<file path="src/rtl/sts_pkg.sv">
// Shared types for the fixed-timing slave sequencer.
// Assumes nothing beyond IEEE 1800-2017.
package sts_pkg;
    typedef enum logic [1:0] {
        PH_IDLE   = 2'd0,
        PH_SETUP  = 2'd1,
        PH_STROBE = 2'd2,
        PH_HOLD   = 2'd3
    } phase_e;
endpackage

</file>
<file path="src/rtl/sts_addr_match.sv">
// Address window decoder: hit when the masked address bits equal the base.
// Assumes base and mask are static parameters.
module sts_addr_match #(
    parameter int ADDR_W   = 4,
    parameter int DEC_BASE = 8,
    parameter int DEC_MASK = 12
) (
    input  logic [ADDR_W-1:0] addr,
    output logic              hit
);
    localparam logic [ADDR_W-1:0] BASE_C = ADDR_W'(DEC_BASE);
    localparam logic [ADDR_W-1:0] MASK_C = ADDR_W'(DEC_MASK);

    // Compare only the bits the mask selects.
    always_comb begin
        hit = (((addr ^ BASE_C) & MASK_C) == '0);
    end
endmodule

</file>
<file path="src/rtl/sts_phase_counter.sv">
// Transfer cycle counter. It opens a transfer on a decoded request, counts
// the cycle index k and flags the completing cycle.
// Assumes the master holds its strobe while stalled (the bus rule).
module sts_phase_counter #(
    parameter int CNT_W   = 2,
    parameter int RD_LAST = 2,
    parameter int WR_LAST = 2
) (
    input  logic             clk,
    input  logic             rst_n,
    input  logic             req,
    input  logic             req_wr,
    output logic             active,
    output logic             busy,
    output logic             cur_wr,
    output logic [CNT_W-1:0] k,
    output logic             last_cycle
);
    localparam logic [CNT_W-1:0] RD_LAST_C = CNT_W'(RD_LAST);
    localparam logic [CNT_W-1:0] WR_LAST_C = CNT_W'(WR_LAST);

    logic [CNT_W-1:0] cnt_q;
    logic             wr_q;
    logic [CNT_W-1:0] last_k;

    // Current cycle view: registered while active, otherwise a fresh start.
    always_comb begin
        busy       = active | req;
        k          = active ? cnt_q : '0;
        cur_wr     = active ? wr_q : req_wr;
        last_k     = cur_wr ? WR_LAST_C : RD_LAST_C;
        last_cycle = busy && (k == last_k);
    end

    // Advance the count, or return to idle after the completing cycle.
    always_ff @(posedge clk) begin
        if (!rst_n) begin
            active <= 1'b0;
            cnt_q  <= '0;
            wr_q   <= 1'b0;
        end else if (busy && !last_cycle) begin
            active <= 1'b1;
            cnt_q  <= k + 1'b1;
            wr_q   <= cur_wr;
        end else begin
            active <= 1'b0;
            cnt_q  <= '0;
        end
    end

    // the count never runs past the completing cycle of its kind.
    a_r3_cnt_bound: assert property (@(posedge clk) disable iff (!rst_n)
        active |-> (cnt_q <= (wr_q ? WR_LAST_C : RD_LAST_C)));
    // the cycle after a completion is never a continuation.
    a_r9_ends_after_last: assert property (@(posedge clk) disable iff (!rst_n)
        last_cycle |=> !active);
endmodule

</file>
<file path="src/rtl/sts_strobe_gen.sv">
// Peripheral strobe and stall generator driven by the cycle index.
// Assumes k, busy and cur_wr come from sts_phase_counter.
module sts_strobe_gen
    import sts_pkg::*;
#(
    parameter int CNT_W    = 2,
    parameter int RD_SETUP = 1,
    parameter int RD_WAIT  = 1,
    parameter int WR_SETUP = 1,
    parameter int WR_WAIT  = 0
) (
    input  logic             busy,
    input  logic             cur_wr,
    input  logic [CNT_W-1:0] k,
    input  logic             last_cycle,
    output phase_e           phase,
    output logic             cs,
    output logic             rd_en,
    output logic             wr_en,
    output logic             stall
);
    localparam logic [CNT_W-1:0] RD_S_C = CNT_W'(RD_SETUP);
    localparam logic [CNT_W-1:0] RD_E_C = CNT_W'(RD_SETUP + RD_WAIT);
    localparam logic [CNT_W-1:0] WR_S_C = CNT_W'(WR_SETUP);
    localparam logic [CNT_W-1:0] WR_E_C = CNT_W'(WR_SETUP + WR_WAIT);

    logic [CNT_W-1:0] s_k;
    logic [CNT_W-1:0] e_k;
    logic             in_strobe;

    // Classify the current cycle into a phase and derive outputs.
    always_comb begin
        s_k       = cur_wr ? WR_S_C : RD_S_C;
        e_k       = cur_wr ? WR_E_C : RD_E_C;
        in_strobe = busy && (k >= s_k) && (k <= e_k);
        if (!busy)          phase = PH_IDLE;
        else if (k < s_k)   phase = PH_SETUP;
        else if (in_strobe) phase = PH_STROBE;
        else                phase = PH_HOLD;
        cs    = busy;
        rd_en = in_strobe && !cur_wr;
        wr_en = in_strobe && cur_wr;
        stall = busy && !last_cycle;
    end
endmodule

</file>
<file path="src/rtl/sts_datapath.sv">
// Captures address and write data at transfer start and gates read data
// to the master. Assumes start is high only in cycle k = 0.
module sts_datapath #(
    parameter int ADDR_W = 4,
    parameter int DATA_W = 8
) (
    input  logic              clk,
    input  logic              rst_n,
    input  logic              start,
    input  logic              active,
    input  logic              rd_done,
    input  logic [ADDR_W-1:0] bus_addr,
    input  logic [DATA_W-1:0] bus_wdata,
    input  logic [DATA_W-1:0] per_rdata,
    output logic [ADDR_W-1:0] per_addr,
    output logic [DATA_W-1:0] per_wdata,
    output logic [DATA_W-1:0] bus_rdata
);
    logic [ADDR_W-1:0] addr_q;
    logic [DATA_W-1:0] wdata_q;

    // Latch the first-cycle address and data of each transfer.
    always_ff @(posedge clk) begin
        if (!rst_n) begin
            addr_q  <= '0;
            wdata_q <= '0;
        end else if (start) begin
            addr_q  <= bus_addr;
            wdata_q <= bus_wdata;
        end
    end

    // Pass through in cycle 0, replay the capture afterwards; gate read data.
    always_comb begin
        per_addr  = active ? addr_q  : bus_addr;
        per_wdata = active ? wdata_q : bus_wdata;
        bus_rdata = rd_done ? per_rdata : '0;
    end

    // the peripheral address holds once a transfer is under way.
    a_r7_addr_held: assert property (@(posedge clk) disable iff (!rst_n)
        active |-> $stable(per_addr));
endmodule

</file>
<file path="src/rtl/slave_phase_sequencer.sv">
// Top of the fixed-timing slave sequencer. It decodes the address, counts
// the transfer phases, drives the peripheral strobes and the master stall.
// Assumes the master keeps its strobe asserted while bus_stall is high.
module slave_phase_sequencer
    import sts_pkg::*;
#(
    parameter int ADDR_W   = 4,
    parameter int DATA_W   = 8,
    parameter int DEC_BASE = 8,
    parameter int DEC_MASK = 12,
    parameter int RD_SETUP = 1,
    parameter int RD_WAIT  = 1,
    parameter int WR_SETUP = 1,
    parameter int WR_WAIT  = 0,
    parameter int WR_HOLD  = 1
) (
    input  logic              clk,
    input  logic              rst_n,
    input  logic [ADDR_W-1:0] bus_addr,
    input  logic              bus_rd,
    input  logic              bus_wr,
    input  logic [DATA_W-1:0] bus_wdata,
    output logic [DATA_W-1:0] bus_rdata,
    output logic              bus_stall,
    output logic              per_cs,
    output logic              per_rd_en,
    output logic              per_wr_en,
    output logic [ADDR_W-1:0] per_addr,
    output logic [DATA_W-1:0] per_wdata,
    input  logic [DATA_W-1:0] per_rdata
);
    localparam int RD_LAST = RD_SETUP + RD_WAIT;
    localparam int WR_LAST = WR_SETUP + WR_WAIT + WR_HOLD;
    localparam int MAX_LAST = (WR_LAST > RD_LAST) ? WR_LAST : RD_LAST;
    localparam int CNT_W = (MAX_LAST < 1) ? 1 : $clog2(MAX_LAST + 1);

    logic             hit;
    logic             req;
    logic             req_wr;
    logic             active;
    logic             busy;
    logic             cur_wr;
    logic [CNT_W-1:0] k;
    logic             last_cycle;
    logic             start;
    logic             rd_done;
    phase_e           phase;

    sts_addr_match #(
        .ADDR_W(ADDR_W), .DEC_BASE(DEC_BASE), .DEC_MASK(DEC_MASK)
    ) u_match (
        .addr(bus_addr), .hit(hit)
    );

    // Qualify strobes with the decode; a write wins over a read.
    always_comb begin
        req     = (bus_rd | bus_wr) & hit;
        req_wr  = bus_wr & hit;
        start   = req && !active;
        rd_done = last_cycle && !cur_wr;
    end

    sts_phase_counter #(
        .CNT_W(CNT_W), .RD_LAST(RD_LAST), .WR_LAST(WR_LAST)
    ) u_cnt (
        .clk(clk), .rst_n(rst_n), .req(req), .req_wr(req_wr),
        .active(active), .busy(busy), .cur_wr(cur_wr), .k(k),
        .last_cycle(last_cycle)
    );

    sts_strobe_gen #(
        .CNT_W(CNT_W), .RD_SETUP(RD_SETUP), .RD_WAIT(RD_WAIT),
        .WR_SETUP(WR_SETUP), .WR_WAIT(WR_WAIT)
    ) u_strb (
        .busy(busy), .cur_wr(cur_wr), .k(k), .last_cycle(last_cycle),
        .phase(phase), .cs(per_cs), .rd_en(per_rd_en), .wr_en(per_wr_en),
        .stall(bus_stall)
    );

    sts_datapath #(
        .ADDR_W(ADDR_W), .DATA_W(DATA_W)
    ) u_dp (
        .clk(clk), .rst_n(rst_n), .start(start), .active(active),
        .rd_done(rd_done), .bus_addr(bus_addr), .bus_wdata(bus_wdata),
        .per_rdata(per_rdata), .per_addr(per_addr), .per_wdata(per_wdata),
        .bus_rdata(bus_rdata)
    );

    // an enable is only ever raised under chip-select.
    a_r4_en_under_cs: assert property (@(posedge clk) disable iff (!rst_n)
        (per_rd_en || per_wr_en) |-> per_cs);
    // read and write enables never overlap.
    a_r10_en_exclusive: assert property (@(posedge clk) disable iff (!rst_n)
        !(per_rd_en && per_wr_en));
    // the hold phase keeps the select with no strobe.
    a_r5_hold_quiet: assert property (@(posedge clk) disable iff (!rst_n)
        (phase == PH_HOLD) |-> (per_cs && !per_wr_en && !per_rd_en));
    // a stalled master always faces an open transfer.
    a_r2_stall_in_xfer: assert property (@(posedge clk) disable iff (!rst_n)
        bus_stall |-> per_cs);
    // read data shows only when the stall has dropped.
    a_r6_rdata_on_done: assert property (@(posedge clk) disable iff (!rst_n)
        (bus_rdata != '0) |-> !bus_stall);
endmodule

</file>
<file path="config.mk">
export PLATFORM = sky130hd
export DESIGN_NAME = slave_phase_sequencer
export DESIGN_NICKNAME = d
export VERILOG_FILES = /design/src/rtl/sts_pkg.sv /design/src/rtl/sts_addr_match.sv /design/src/rtl/sts_phase_counter.sv /design/src/rtl/sts_strobe_gen.sv /design/src/rtl/sts_datapath.sv /design/src/rtl/slave_phase_sequencer.sv
export SDC_FILE = /design/constraint.sdc
export NUM_CORES = 1
export LEC_CHECK = 0
export ABC_AREA = 1
export BUFFER_PORTS_ARGS = -buffer_cell sky130_fd_sc_hd__buf_2
export CORE_UTILIZATION = 41
export CTS_CLUSTER_SIZE = 16
export DETAILED_ROUTE_END_ITERATION = 10
export HOLD_SLACK_MARGIN = 0.15
export PLACE_DENSITY = 0.75
export SLEW_MARGIN = 15
export SYNTH_ARGS = -nofsm -noshare
export SYNTH_HDL_FRONTEND = slang
export SYNTH_HIERARCHICAL = 1
export SYNTH_SLANG_ARGS = --single-unit
</file>
<file path="constraint.sdc">
create_clock -name clk -period 1.6 [get_ports clk]
set_input_delay 0.16 -clock clk [delete_from_list [all_inputs] [get_ports clk]]
set_output_delay 0.16 -clock clk [all_outputs]
set_load 0.02 [all_outputs]
</file>
# == Word level (Yosys, flattened, before mapping) ==
# Index checks and enable logic that the tools add are counted.
# word_totals
regBits,16
latch_bits,0
mem_bits_rw,0
mem_bits_ro,0
inputBits,24
output_inout_bits,24
elab_cells,34
n_memories,0
# classes
n_addsub,1
multipliers,0
n_div,0
order_cmp,2
n_eq_ne,1
n_shift,0
muxes,7
n_bitwise,5
n_reduce_logical,13
# op_table
op,n
$mux 8,2
$logic_and 1x1->1,8
$logic_not 4->1,1
$mux 2,2
$mux 4,1
$logic_not 1->1,3
$add 2x1->2 const B,1
$and 1x1->1,2
$eq 2x2->1 const B,1
$ge 2x1->1 const B,1
$le 2x2->1,1
$mux 1,2
$or 1x1->1,2
$reduce_and 2->1,1
$not 1->1,1

# == Longest topological paths before layout ==
# Gate-level depths: netlist of run 1.
# logic_depth
depth_word,8
depth_mapped,15
mapped_depth_nobuf,15

# == Cells and area by module ==
# The synthesis of run 1 kept the hierarchy.
# by_module_without_submodules
mod,instances,cells_per_inst,area_per_inst_um2,seq_area_each_um2
sts_datapath,1,118,671.9,240.2
sts_phase_counter,1,29,200.2,80.1
sts_strobe_gen,1,19,106.4,0.0
slave_phase_sequencer,1,7,31.3,0.0
sts_addr_match,1,2,10.0,0.0

# == Worst setup path before layout of run 1 ==
# No wires, ideal clock.
# synth_path
kind,register to output
from,register u_cnt.active
to,output bus_rdata[0]
arrival_ns,1.574
required_time_ns,1.440
setup_slack_ns,-0.134
path_stages_with_launch,11
n_path_buf,1
path_cell_list,dfxtp_1 > nand2_1 > inv_1 > ha_1 > inv_1 > nor2_1 > inv_1 > nor2_1 > clkbuf_1 > nand2_1 > inv_1
# synth_via
elab_chain_len,5
elab_cells_between_ends,8
cone_classes,1 x eq/ne; 3 x mux; 1 x bitwise; 3 x reduce/logical
# synth_lines
item,line,source
from (decl),sts_phase_counter.sv:13,"output logic active,"
from (signal assigned),sts_phase_counter.sv:38,active <= 1'b0;
from (signal assigned),sts_phase_counter.sv:42,active <= 1'b1;
from (signal assigned),sts_phase_counter.sv:46,active <= 1'b0;
$mux 2,sts_phase_counter.sv:29,k = active ? cnt_q : '0;
named net k[1],slave_phase_sequencer.sv:43,logic [CNT_W-1:0] k;
$eq 2x2->1,sts_phase_counter.sv:32,last_cycle = busy && (k == last_k);
$logic_and 1x1->1,sts_phase_counter.sv:32,
named net last_cycle,slave_phase_sequencer.sv:44,logic last_cycle;
$logic_and 1x1->1,slave_phase_sequencer.sv:60,rd_done = last_cycle && !cur_wr;
named net rd_done,slave_phase_sequencer.sv:46,logic rd_done;
$mux 8,sts_datapath.sv:37,bus_rdata = rd_done ? per_rdata : '0;
to (decl),slave_phase_sequencer.sv:23,"output logic [DATA_W-1:0] bus_rdata,"
# The timed path passes the listed nets, and every way through them passes these cells.

# == Worst setup path after layout of run 1 ==
# layout_path
from,register u_cnt.active
to,output bus_rdata[6]
# Same word-level chain as after synthesis.

==> run_results.csv, run 1 <==
group,metric,value,unit
finish,area_growth,46.49,%
placed_design,hpwl,1502,um
timing,fmax,563.6,MHz
yosys,synth-warning-count,6,
yosys,synth_area,1015,um2
global_routing,grt_pass1_vias,869,
die,rows,17,
detailed_routing,via_per_inst,4.268,
timing,finalSetupViolCount,10,
setup_path,reg2reg_depth,8,
timing,fin_crit_sh,110.9,%
detailed_routing,detail_route.wl_per_cell,8.541,um
placed_design,place.gp.congestion,0.7939,
clock_tree,cts_tree,"built",
clock_tree,insertion_delay,270,ps
run_status,status,"complete, but fails checks",
die,ios,48,
finish,mostFrequentLayoutCell,"nand2_1",
setup_path,crit_type,"reg2out",
power,ir_drop,0.5579,mV
setup_path,cp_max_fo,8,
detailed_routing,via_count,1097,
timing,fin_ws,-174.4,ps
finish,mostFrequentLayoutCells,"nand2_1 (49), buf_2 (36), nor2_1 (31)",
detailed_routing,ant_nets,0,
global_routing,grt_use_total,16.85,%
yosys,syn_nets,201,
detailed_routing,first_iter_violations,14,
die,start_util,44.58,%
setup_path,r2r_end,"u_cnt/wr_q",
timing,worstMarginPinSlew,257.2,ps
timing,drv_slew,0,
flow_run,maxCapViolCount,0,
timing,finalCriticalPeriod,1774,ps
setup_path,worstPathRequired,1440,ps
setup_path,arrival,1610,ps
global_routing,grt_max_degree,25,
detailed_routing,firstDrtPassIters,4,
die,core_area,2276,um2
finish,final_layout_size_suffix_gt1_share,42.36,%
global_routing,grt_pass1_wl,3401,um
timing,rsz0062_at_grt,"true",
clock_tree,cts_max_path_buffers,2,
clock_tree,clk_pin_slew,80,ps
clock_tree,postCtsHoldBufs,0,
clock_tree,cts_max_level,1,
placed_design,numPortBuffers,47,
power,power.density,632.2,nW/um2
global_routing,grt_remaining_overflow,0,
timing,slew_headroom,82.85,%
yosys,synthCells,174,
finish,diodes,0,
setup_path,worstSetupEndpoint,"bus_rdata[6]",
run_status,violations,"negative setup slack",
clock_tree,cts-root-buf,"clkbuf_4",
timing,hold_viol,0,
clock_tree,cts.sinks,16,
clock_tree,cts_buffers,3,
setup_path,start_kind,"register",
timing,skew,2.928,ps
setup_path,reg2reg_from,"u_cnt/active",
setup_path,crit_path_start,"u_cnt/active",
setup_path,r2r_slack,330,ps
detailed_routing,post-route-drc-count,0,
global_routing,antenna_found_initial,0,
power,p_total,0.9397,mW
die,die-area,2678,um2
min_path,hold_path_class,"in2reg",
placed_design,pre_cts_slack,-35.13,ps
yosys,syn_area_per_cell,5.832,um2
die,dieHeight,51.75,um
detailed_routing,totalWireLength,2195,um
die,die_w,51.75,um
setup_path,end_kind,"output port",
power,p_leak,0.8397,nW
finish,nNetsFinal,258,
worst min-delay path by stage:
stage	startpoint	end	slack (ps)	cells after the start
final	bus_wdata[6]	u_dp/wdata_q[6]	170	5
after global routing	bus_addr[0]	u_dp/addr_q[0]	170	5
after CTS	bus_addr[0]	u_dp/addr_q[0]	170	5
after detailed placement	u_dp/addr_q[3]	u_dp/addr_q[3]	460	2
after global placement	bus_addr[0]	u_dp/addr_q[0]	460	5
after floorplan	rst_n	u_cnt/active	270	2
cell type report:
| class | count | area [um2] |
|---|---|---|
| Fill cell | 223 | 789.5 |
| Multi-Input combinational cell | 114 | 571.8 |
| Timing Repair Buffer | 59 | 390.4 |
| Sequential cell | 16 | 325.3 |
| Inverter | 37 | 141.4 |
| Tap cell | 28 | 35.03 |
| Clock buffer | 3 | 22.52 |
metrics by stage:
| step | area (um2) | TNS, ps | hold slack, ps | utilization (%) | instances |
|---|---|---|---|---|---|
| 2_1_floorplan | 1017 | 0 | 271.5 | - | 174 |
| 6_report | 1486 | -1587 | 174.0 | 65.31 | 257 |
| 3_5_place_dp | 1305 | -53.90 | 464.8 | 57.34 | 251 |
| 5_1_grt | 1486 | -2766 | 166.2 | 65.31 | 257 |
| 3_3_place_gp | 1305 | 0 | 458.4 | 57.34 | 251 |
| 4_1_cts | 1446 | -1068 | 170.1 | 63.55 | 256 |
worst max-delay path, cell delays in order (launching register included):
cell and delay [ps]:
dfxtp_4 390, nand2_2 50, inv_2 80, ha_4 130
inv_2 30, nor2_2 90, inv_1 50, nor2_1 90
buf_4 180, nand2_2 60, inv_2 60, buf_6 110
flip-flops by register name, summed over array words and instances, names as in the netlist:
signal and count:
u_dp/addr_q 4, u_cnt/active 1, u_dp/wdata_q 8, u_cnt/wr_q 1
u_cnt/cnt_q 2
routing by layer:
layer / GRT usage [%] / vias up / routed length, um
met2: 27.92 / 21 / 1149
met5: 0 / - / 0
met4: 2.703 / 0 / 0
met3: 6.140 / 0 / 73
met1: 21.15 / 468 / 971
li1: - / 608 / -
power by group:
part	leakage, nW	switching [mW]	total [mW]	internal, mW
logic	0.693	0.177	0.297	0.120
clock network	0.0138	0.109	0.196	0.0872
registers	0.133	0.0176	0.447	0.429
what timing repair did:
item / in CTS / in global routing
hold endpoints to repair: 0 / 0
setup buffers: 2 / 2
setup endpoints to repair: 10 / 11
resized for setup: 35 / 14
pin swaps: 8 / 5
Power figures use the tool's default switching activity.
==> inputs of run 2 (changes only) <==
--- a/config.mk
+++ b/config.mk
@@ -12,5 +12,6 @@
 export DETAILED_ROUTE_END_ITERATION = 10
 export HOLD_SLACK_MARGIN = 0.15
-export PLACE_DENSITY = 0.75
+export PLACE_DENSITY = 0.74
+export REMOVE_ABC_BUFFERS = 1
 export SLEW_MARGIN = 15
 export SYNTH_ARGS = -nofsm -noshare
==> constraint.sdc (replaced) <==
create_clock -name clk -period 1.6 [get_ports clk]
set_input_delay 0.32 -clock clk [delete_from_list [all_inputs] [get_ports clk]]
set_output_delay 0.32 -clock clk [all_outputs]
set_load 0.02 [all_outputs]
==> run_results.csv, run 2 (synthesized netlist as in run 1, its figures left out) <==
group,metric,value,unit
run_status,status,"complete, but fails checks",
run_status,violations,"negative setup slack",
detailed_routing,ant_nets,0,
global_routing,grt_max_degree,25,
power,power.density,654.2,nW/um2
finish,top_register,"u_dp/wdata_q",
setup_path,cp_common_cell,"nand2_2",
die,core_area,2276,um2
setup_path,cp_max_fo,3,
power,pwr-share-comb,33.3,%
placed_design,place_inst,255,
timing,finalCriticalPeriod,1944,ps
power,p_clk_share,25.1,%
die,die-area,2678,um2
timing,fmax,514.3,MHz
die,ios,48,
timing,setup_tns,-3555,ps
die,die_w,51.75,um
finish,area_growth,62.02,%
detailed_routing,first_iter_violations,20,
die,start_util,44.58,%
setup_path,crit_family,"simple AND/OR/NAND/NOR gates",
die,dieHeight,51.75,um
detailed_routing,post-route-drc-count,0,
finish,mostFrequentLayoutCells,"nand2_1 (41), buf_2 (34), nor2_1 (29)",
power,p_leak,0.8868,nW
finish,largest_reg_flops,8,
clock_tree,cts_max_path_buffers,2,
placed_design,numPortBuffers,47,
timing,skew,1.659,ps
global_routing,antenna_found_initial,0,
timing,fin_crit_sh,121.5,%
power,seqPwrFrac,41.6,%
global_routing,grt_use_total,17.81,%
setup_path,end_kind,"output port",
finish,nFillCells,193,
setup_path,arrival,1620,ps
timing,whs,316.4,ps
setup_path,critPathMaxStageDelay,370,ps
placed_design,hpwl,1540,um
setup_path,cp_num_buf_inv,3,
power,p_switching,0.3530,mW
detailed_routing,via_per_inst,4.519,
setup_path,start_kind,"register",
finish,final_cells,264,
finish,diodes,0,
global_routing,grt_remaining_overflow,0,
power,ir_drop,0.8164,mV
clock_tree,cts_buffers,3,
setup_path,path_cells,"inv_1 > nand2_1 > nand2_2 > inv_4 > ha_4 > nand2_2 > nand2_2 > nand2_2 > nand2_2 > nor2_2 > buf_6",
detailed_routing,totalWireLength,2552,um
detailed_routing,firstDrtPassIters,4,
finish,mostFrequentLayoutCell,"nand2_1",
clock_tree,cts_max_level,1,
power,p_int,0.7226,mW
global_routing,grt_pass1_vias,997,
clock_tree,cts_tree,"built",
timing,hold_viol,0,
timing,slew_headroom,82.10,%
power,p_total,1.076,mW
detailed_routing,via_count,1193,
timing,worstMarginPinSlew,268.5,ps
global_routing,grt_pass1_wl,3636,um
setup_path,crit_slowest_cell,"dfxtp_1",
detailed_routing,detail_route.wl_per_cell,9.667,um
placed_design,pre_cts_slack,-344.0,ps
timing,finalSetupViolCount,14,
timing,drv_slew,0,
placed_design,place.gp.congestion,0.6955,
clock_tree,cts-root-buf,"clkbuf_4",
timing,rsz0062_at_grt,"true",
clock_tree,insertion_delay,290,ps
clock_tree,cts.sinks,16,
finish,final_layout_size_suffix_gt1_share,51.27,%
min_path,hold_path_class,"in2reg",
finish,nNetsFinal,264,
finish,top_regs,"u_dp/wdata_q (8), u_dp/addr_q (4), u_cnt/cnt_q (2)",
timing,fin_ws,-344.4,ps
setup_path,worstPathRequired,1280,ps
die,rows,17,
clock_tree,clk_pin_slew,90,ps
power,swShare,32.82,%
setup_path,crit_type,"reg2out",
flow_run,maxCapViolCount,0,
==> run 2: cell types whose count changed in the layout (fill, tap and decap cells not counted), moves of 2 or more <==
cell,previous run,this run
inv_1,26,20
nand2_2,11,18
nand2_1,49,41
nor2_4,3,7
nor2_2,4,2
inv_2,10,15
nor2_1,31,29
o21ai_2,0,2
buf_2,36,34
buf_6,10,16
==> run 2: final timing paths <==
| path | from | end | slack (ps) | depth (start not counted) |
|---|---|---|---|---|
| hold reg to reg | u_dp/wdata_q[6] | u_dp/wdata_q[6] | 480 | 2 |
| hold / removal | bus_wdata[6] | u_dp/wdata_q[6] | 320 | 5 |
| setup / recovery | u_cnt/wr_q | per_rd_en | -340 | 11 |
| setup reg to reg | u_cnt/active | u_dp/wdata_q[0] | 250 | 8 |
==> run 2: final cells by class <==
class / count / area, um2 / area share [%]
Clock buffer: 4 / 36.28 / 2.207
Multi-Input combinational cell: 114 / 629.4 / 38.28
Sequential cell: 16 / 324.1 / 19.71
Inverter: 37 / 143.9 / 8.752
Timing Repair Buffer: 65 / 475.5 / 28.92
Tap cell: 28 / 35.03 / 2.131
==> run 2: worst register-to-register path, cell delays in order (launching register included) <==
cell and delay, ps:
dfxtp_4 380, buf_4 140, buf_6 120, buf_4 130
a21oi_2 140, buf_12 180, nand2_1 70, nand2_1 60
nor2_1 40
==> run 2: power groups by stage <==
stage | Clock (mW) | Sequential (mW) | Combinational (mW)
final | 0.270 | 0.447 | 0.358
after global routing | 0.298 | 0.452 | 0.394
after CTS | 0.269 | 0.446 | 0.296
after detailed placement | 0 | 0.454 | 0.288
after global placement | 0 | 0.454 | 0.285
after floorplan | 0 | 0.459 | 0.168
==> run 2: what timing repair did <==
action	in CTS	in global routing
buffers inserted	1	5
pin swaps	3	13
gates resized for setup	38	44
setup endpoints to repair	22	22
hold buffers	0	0
==> run 2: per-layer routing <==
layer,wire [um],track usage (%),up-vias
li1,-,-,624
met1,1091,19.82,524
met2,1296,33.33,41
met3,151,4.094,4
met4,12,4.955,0
met5,0,0,-
==> run 2: through the flow <==
stage / cell area [um2] / utilization, %
2_1_floorplan: 965.9 / -
3_5_place_dp: 1346 / 59.15
4_1_cts: 1494 / 65.64
6_report: 1644 / 72.24
3_3_place_gp: 1346 / 59.15
5_1_grt: 1644 / 72.24
==> inputs of run 3 (changes only) <==
--- a/config.mk
+++ b/config.mk
@@ -8,13 +8,12 @@
 export ABC_AREA = 1
 export BUFFER_PORTS_ARGS = -buffer_cell sky130_fd_sc_hd__buf_2
-export CORE_UTILIZATION = 41
+export CORE_UTILIZATION = 39
 export CTS_CLUSTER_SIZE = 16
 export DETAILED_ROUTE_END_ITERATION = 10
 export HOLD_SLACK_MARGIN = 0.15
-export PLACE_DENSITY = 0.74
+export PLACE_DENSITY = 0.73
 export REMOVE_ABC_BUFFERS = 1
 export SLEW_MARGIN = 15
 export SYNTH_ARGS = -nofsm -noshare
 export SYNTH_HDL_FRONTEND = slang
-export SYNTH_HIERARCHICAL = 1
 export SYNTH_SLANG_ARGS = --single-unit
==> constraint.sdc (replaced) <==
create_clock -name clk -period 1.6 [get_ports clk]
set_input_delay 0.32 -clock clk [delete_from_list [all_inputs] [get_ports clk]]
set_output_delay 0.32 -clock clk [all_outputs]
set_load 0.1 [all_outputs]
==> run_results.csv, run 3 <==
group,metric,value,unit
run_status,status,"aborted with a tool error",
run_status,haltStage,"global routing (5_1_grt)",
run_status,tool.error,"[ERROR DPL-0033] detailed placement checks failed during check placement.",
yosys,synth.distinct_cells,18,
yosys,synth-warning-count,0,
die,die_w,49.39,um
placed_design,numPortBuffers,47,
clock_tree,cts_max_level,1,
clock_tree,cts-root-buf,"clkbuf_4",
yosys,synth.largest_area_cell,"dfxtp_1",
yosys,synth_edf_count,0,
global_routing,grt_max_degree,23,
yosys,synth_common_cells,"inv_1 (26), nand2_1 (24), o21ai_0 (22)",
yosys,synth_area,875.8,um2
yosys,synthTopCellsByArea,"dfxtp_1 (37%), o21ai_0 (13%), inv_1 (11%)",
yosys,synth_top_cell_area_share,36.57,%
die,rows,16,
die,start_util,42.89,%
placed_design,place.gp.congestion,0.8534,
yosys,synthCells,134,
timing,worstEndpointType,"primary output",
clock_tree,cts_max_path_buffers,2,
global_routing,antenna_found_initial,0,
die,dieHeight,49.39,um
yosys,ys_ff_latch,16,
die,ios,48,
clock_tree,cts_buffers,3,
yosys,synthArstFlopShare,0,%
yosys,ys.flop_type,"dfxtp_1",
clock_tree,cts.sinks,16,
placed_design,place_area,1612,um2
yosys,ys_seq_area_share,36.57,%
timing,crit_endpoint,"per_rd_en",
yosys,synth.most_common_cell,"inv_1",
placed_design,hpwl,2066,um
yosys,syn_area_per_cell,6.536,um2
run 3: what timing repair did:
item	4_1_cts
setup buffers	5
pin swaps	3
cloned	0
hold buffers	0
setup endpoints to repair	27
gates resized for setup	55
run 3: logic make-up after synthesis:
family | after synthesis | share of synthesized area (%)
AO/OA/AOI/OAI | 35 | 20.57
adder cells (fa/ha/maj) | 3 | 4.286
buffers and inverters | 32 | 14.00
flip-flops | 16 | 36.57
AND/OR/NAND/NOR | 48 | 24.57
run 3: per-stage QoR:
step	instances	hold WS (ps)	util [%]	setup TNS [ps]	setup slack (ps)
after floorplan	129	423.9	-	-36150	-1484
after CTS	229	327.7	91.12	-6029	-616.0
after global placement	220	432.7	78.92	-1656	-375.7
after detailed placement	220	439.9	78.92	-2322	-451.0
==> inputs of run 4 (changes only) <==
- CORE_AREA: default -> 2 2 63 65
- CORE_UTILIZATION: 39 -> default
- CTS_CLUSTER_SIZE: 16 -> default
- DIE_AREA: default -> 0 0 65 67
- HOLD_SLACK_MARGIN: 0.15 -> default
- PLACE_DENSITY: 0.73 -> default
- PLACE_DENSITY_LB_ADDON: default -> 0.15
- clock period: 1.6 -> 2.08 ns (I/O delays scaled with it)
==> run_results.csv, run 4 <==
group,metric,value,unit
yosys,synth_common_cells,"inv_1 (26), nand2_1 (24), o21ai_0 (22)",
finish,area_growth,81.14,%
power,ir_drop,0.3623,mV
global_routing,grt_use_total,10.85,%
setup_path,r2r_slack,490,ps
timing,worstMarginPinSlew,601.4,ps
setup_path,reg2reg_depth,6,
placed_design,place_inst,235,
finish,nNetsFinal,222,
finish,fin_util,44.00,%
global_routing,antenna_found_initial,0,
run_status,violations,"negative setup slack",
detailed_routing,detail_route.wl_per_cell,9.649,um
finish,multiInputGateArea,525.5,um2
detailed_routing,via_per_inst,4.161,
die,ios,48,
yosys,synth_top_cell_area_share,36.57,%
detailed_routing,ant_nets,0,
timing,finalCriticalPeriod,2185,ps
finish,mostFrequentLayoutCells,"buf_2 (35), inv_1 (24), nand2_1 (23)",
timing,fin_ws,-105.5,ps
yosys,ys.flop_type,"dfxtp_1",
clock_tree,cts_tree,"built",
clock_tree,postCtsHoldBufs,0,
die,die_w,65,um
yosys,syn_area_per_cell,6.536,um2
min_path,hold_path_class,"reg2reg",
power,p_total,0.9511,mW
timing,fin_crit_sh,105.1,%
yosys,synthTopCellsByArea,"dfxtp_1 (37%), o21ai_0 (13%), inv_1 (11%)",
setup_path,reg2reg_from,"u_cnt.active",
die,die-area,4355,um2
min_path,hp-start,"u_dp.wdata_q[2]",
finish,diodes,0,
setup_path,worstPathRequired,1660,ps
timing,finalSetupViolCount,6,
clock_tree,cts_max_level,1,
clock_tree,cts_buffers,3,
detailed_routing,post-route-drc-count,0,
clock_tree,insertion_delay,240,ps
placed_design,numPortBuffers,47,
setup_path,r2r_end,"u_dp.addr_q[0]",
detailed_routing,via_count,1007,
placed_design,place_area,1413,um2
detailed_routing,first_iter_violations,42,
detailed_routing,totalWireLength,2335,um
yosys,synth_edf_count,0,
global_routing,grt_pass1_vias,890,
clock_tree,cts_max_path_buffers,2,
finish,final_layout_size_suffix_gt1_share,44.33,%
clock_tree,cts.sinks,16,
setup_path,cp_max_fo,2,
finish,top_regs,"u_dp.wdata_q (8), u_dp.addr_q (4), u_cnt.cnt_q (2)",
yosys,ys_ff_latch,16,
finish,stdcell_area,1587,um2
run_status,status,"complete, but fails checks",
clock_tree,cts-root-buf,"clkbuf_8",
timing,rsz0062_at_grt,"true",
finish,final_cells,242,
die,start_util,24.29,%
finish,largest_reg_flops,8,
setup_path,arrival,1770,ps
setup_path,cp_num_buf_inv,3,
setup_path,crit_family,"simple AND/OR/NAND/NOR gates",
detailed_routing,firstDrtPassIters,6,
setup_path,end_kind,"output port",
yosys,synthCells,134,
yosys,ys_seq_area_share,36.57,%
flow_run,maxCapViolCount,0,
finish,regArea,321.6,um2
timing,drv_slew,0,
global_routing,grt_max_degree,24,
die,dieHeight,67,um
setup_path,start_kind,"register",
placed_design,hpwl,1814,um
power,p_leak,0.7492,nW
setup_path,crit_type,"reg2out",
timing,fmax,457.6,MHz
finish,nFillCells,375,
finish,top_register,"u_dp.wdata_q",
setup_path,critPathMaxStageDelay,330,ps
timing,skew,2.297,ps
clock_tree,clk_pin_slew,60,ps
placed_design,place.gp.congestion,0.7822,
yosys,synth_area,875.8,um2
placed_design,pre_cts_slack,-118.6,ps
setup_path,path_cells,"inv_2 > or2_4 > nand2_4 > inv_4 > ha_4 > nand2_2 > o21bai_1 > nor2_1 > nand2_1 > nor2_2 > buf_12",
setup_path,crit_slowest_cell,"dfxtp_2",
min_path,min_path_cells,2,
die,rows,22,
min_path,min_to,"u_dp.wdata_q[2]",
finish,mostFrequentLayoutCell,"buf_2",
timing,hold_viol,0,
power,power.density,599.5,nW/um2
yosys,synth.distinct_cells,18,
global_routing,grt_remaining_overflow,0,
die,core_area,3606,um2
yosys,synth-warning-count,0,
global_routing,grt_pass1_wl,3746,um
yosys,synthArstFlopShare,0,%
yosys,synth.largest_area_cell,"dfxtp_1",
yosys,synth.most_common_cell,"inv_1",
timing,slew_headroom,59.81,%
[run 4: cell counts after synthesis]
No cell type changed its count.
[run 4: final cells by class]
type	instances	share of cell area, %
clock buffers	4	3.470
inverters	27	6.546
multi-input cells	86	33.12
flip-flops and latches	16	20.27
well taps	48	3.785
repair buffers	61	32.81
[run 4: logic make-up (layout without fill, tap and decap cells)]
group | count (synthesis) | in the layout | share of synthesized area, %
DFF | 16 | 16 | 36.57
adders and majority gates | 3 | 3 | 4.286
AOI/OAI and AO/OA | 35 | 35 | 20.57
buffers and inverters | 32 | 92 | 14.00
and+or+nand+nor | 48 | 48 | 24.57
[run 4: routing by layer]
metal  routed length [um]  track usage [%]
met4                   10            4.787
met1                 1033            12.98
met2                 1136            18.81
met5                    0                0
met3                  154            2.027
[run 4: timing repair]
item                                    in CTS  in global routing
gates cloned                                 0                  0
gates resized for setup                      6                 20
pin swaps                                    3                  4
hold endpoints to repair                     0                  0
buffers inserted                             1                  4
endpoints found under the setup margin       2                 11
[run 4: worst max-delay path by stage]
stage                  from      endpoint  slack [ps]  cells past startpoint
2_1_floorplan   bus_addr[2]  bus_rdata[0]       -1200                      7
3_3_place_gp    bus_addr[2]     per_wr_en         -80                     13
3_5_place_dp    bus_addr[2]     per_wr_en        -120                     13
4_1_cts        u_cnt.active     per_wr_en        -150                     11
5_1_grt        u_cnt.active     per_rd_en        -250                     11
6_report       u_cnt.active     per_wr_en        -110                     11
[run 4: tightest hold or removal path, delay by kind of cell, from the launching register on]
kind	cells	cell delay [ps]
buffers and inverters	1	50
DFF	1	300
AOI/OAI and AO/OA	1	50
[run 4: through the flow]
| stage | hold WS (ps) | TNS [ps] |
|---|---|---|
| 3_5_place_dp | 439.9 | -230.9 |
| 6_report | 445.2 | -336.4 |
| 4_1_cts | 448.4 | -451.5 |
| 2_1_floorplan | 423.9 | -26240 |
| 5_1_grt | 474.4 | -1142 |
| 3_3_place_gp | 432.7 | -154.8 |
[run 4: power by group]
| group | switching [mW] | leakage, nW | total (mW) | internal (mW) |
|---|---|---|---|---|
| clock | 0.0947 | 0.0288 | 0.262 | 0.167 |
| combinational | 0.265 | 0.589 | 0.357 | 0.0917 |
| sequential | 0.00640 | 0.132 | 0.332 | 0.326 |
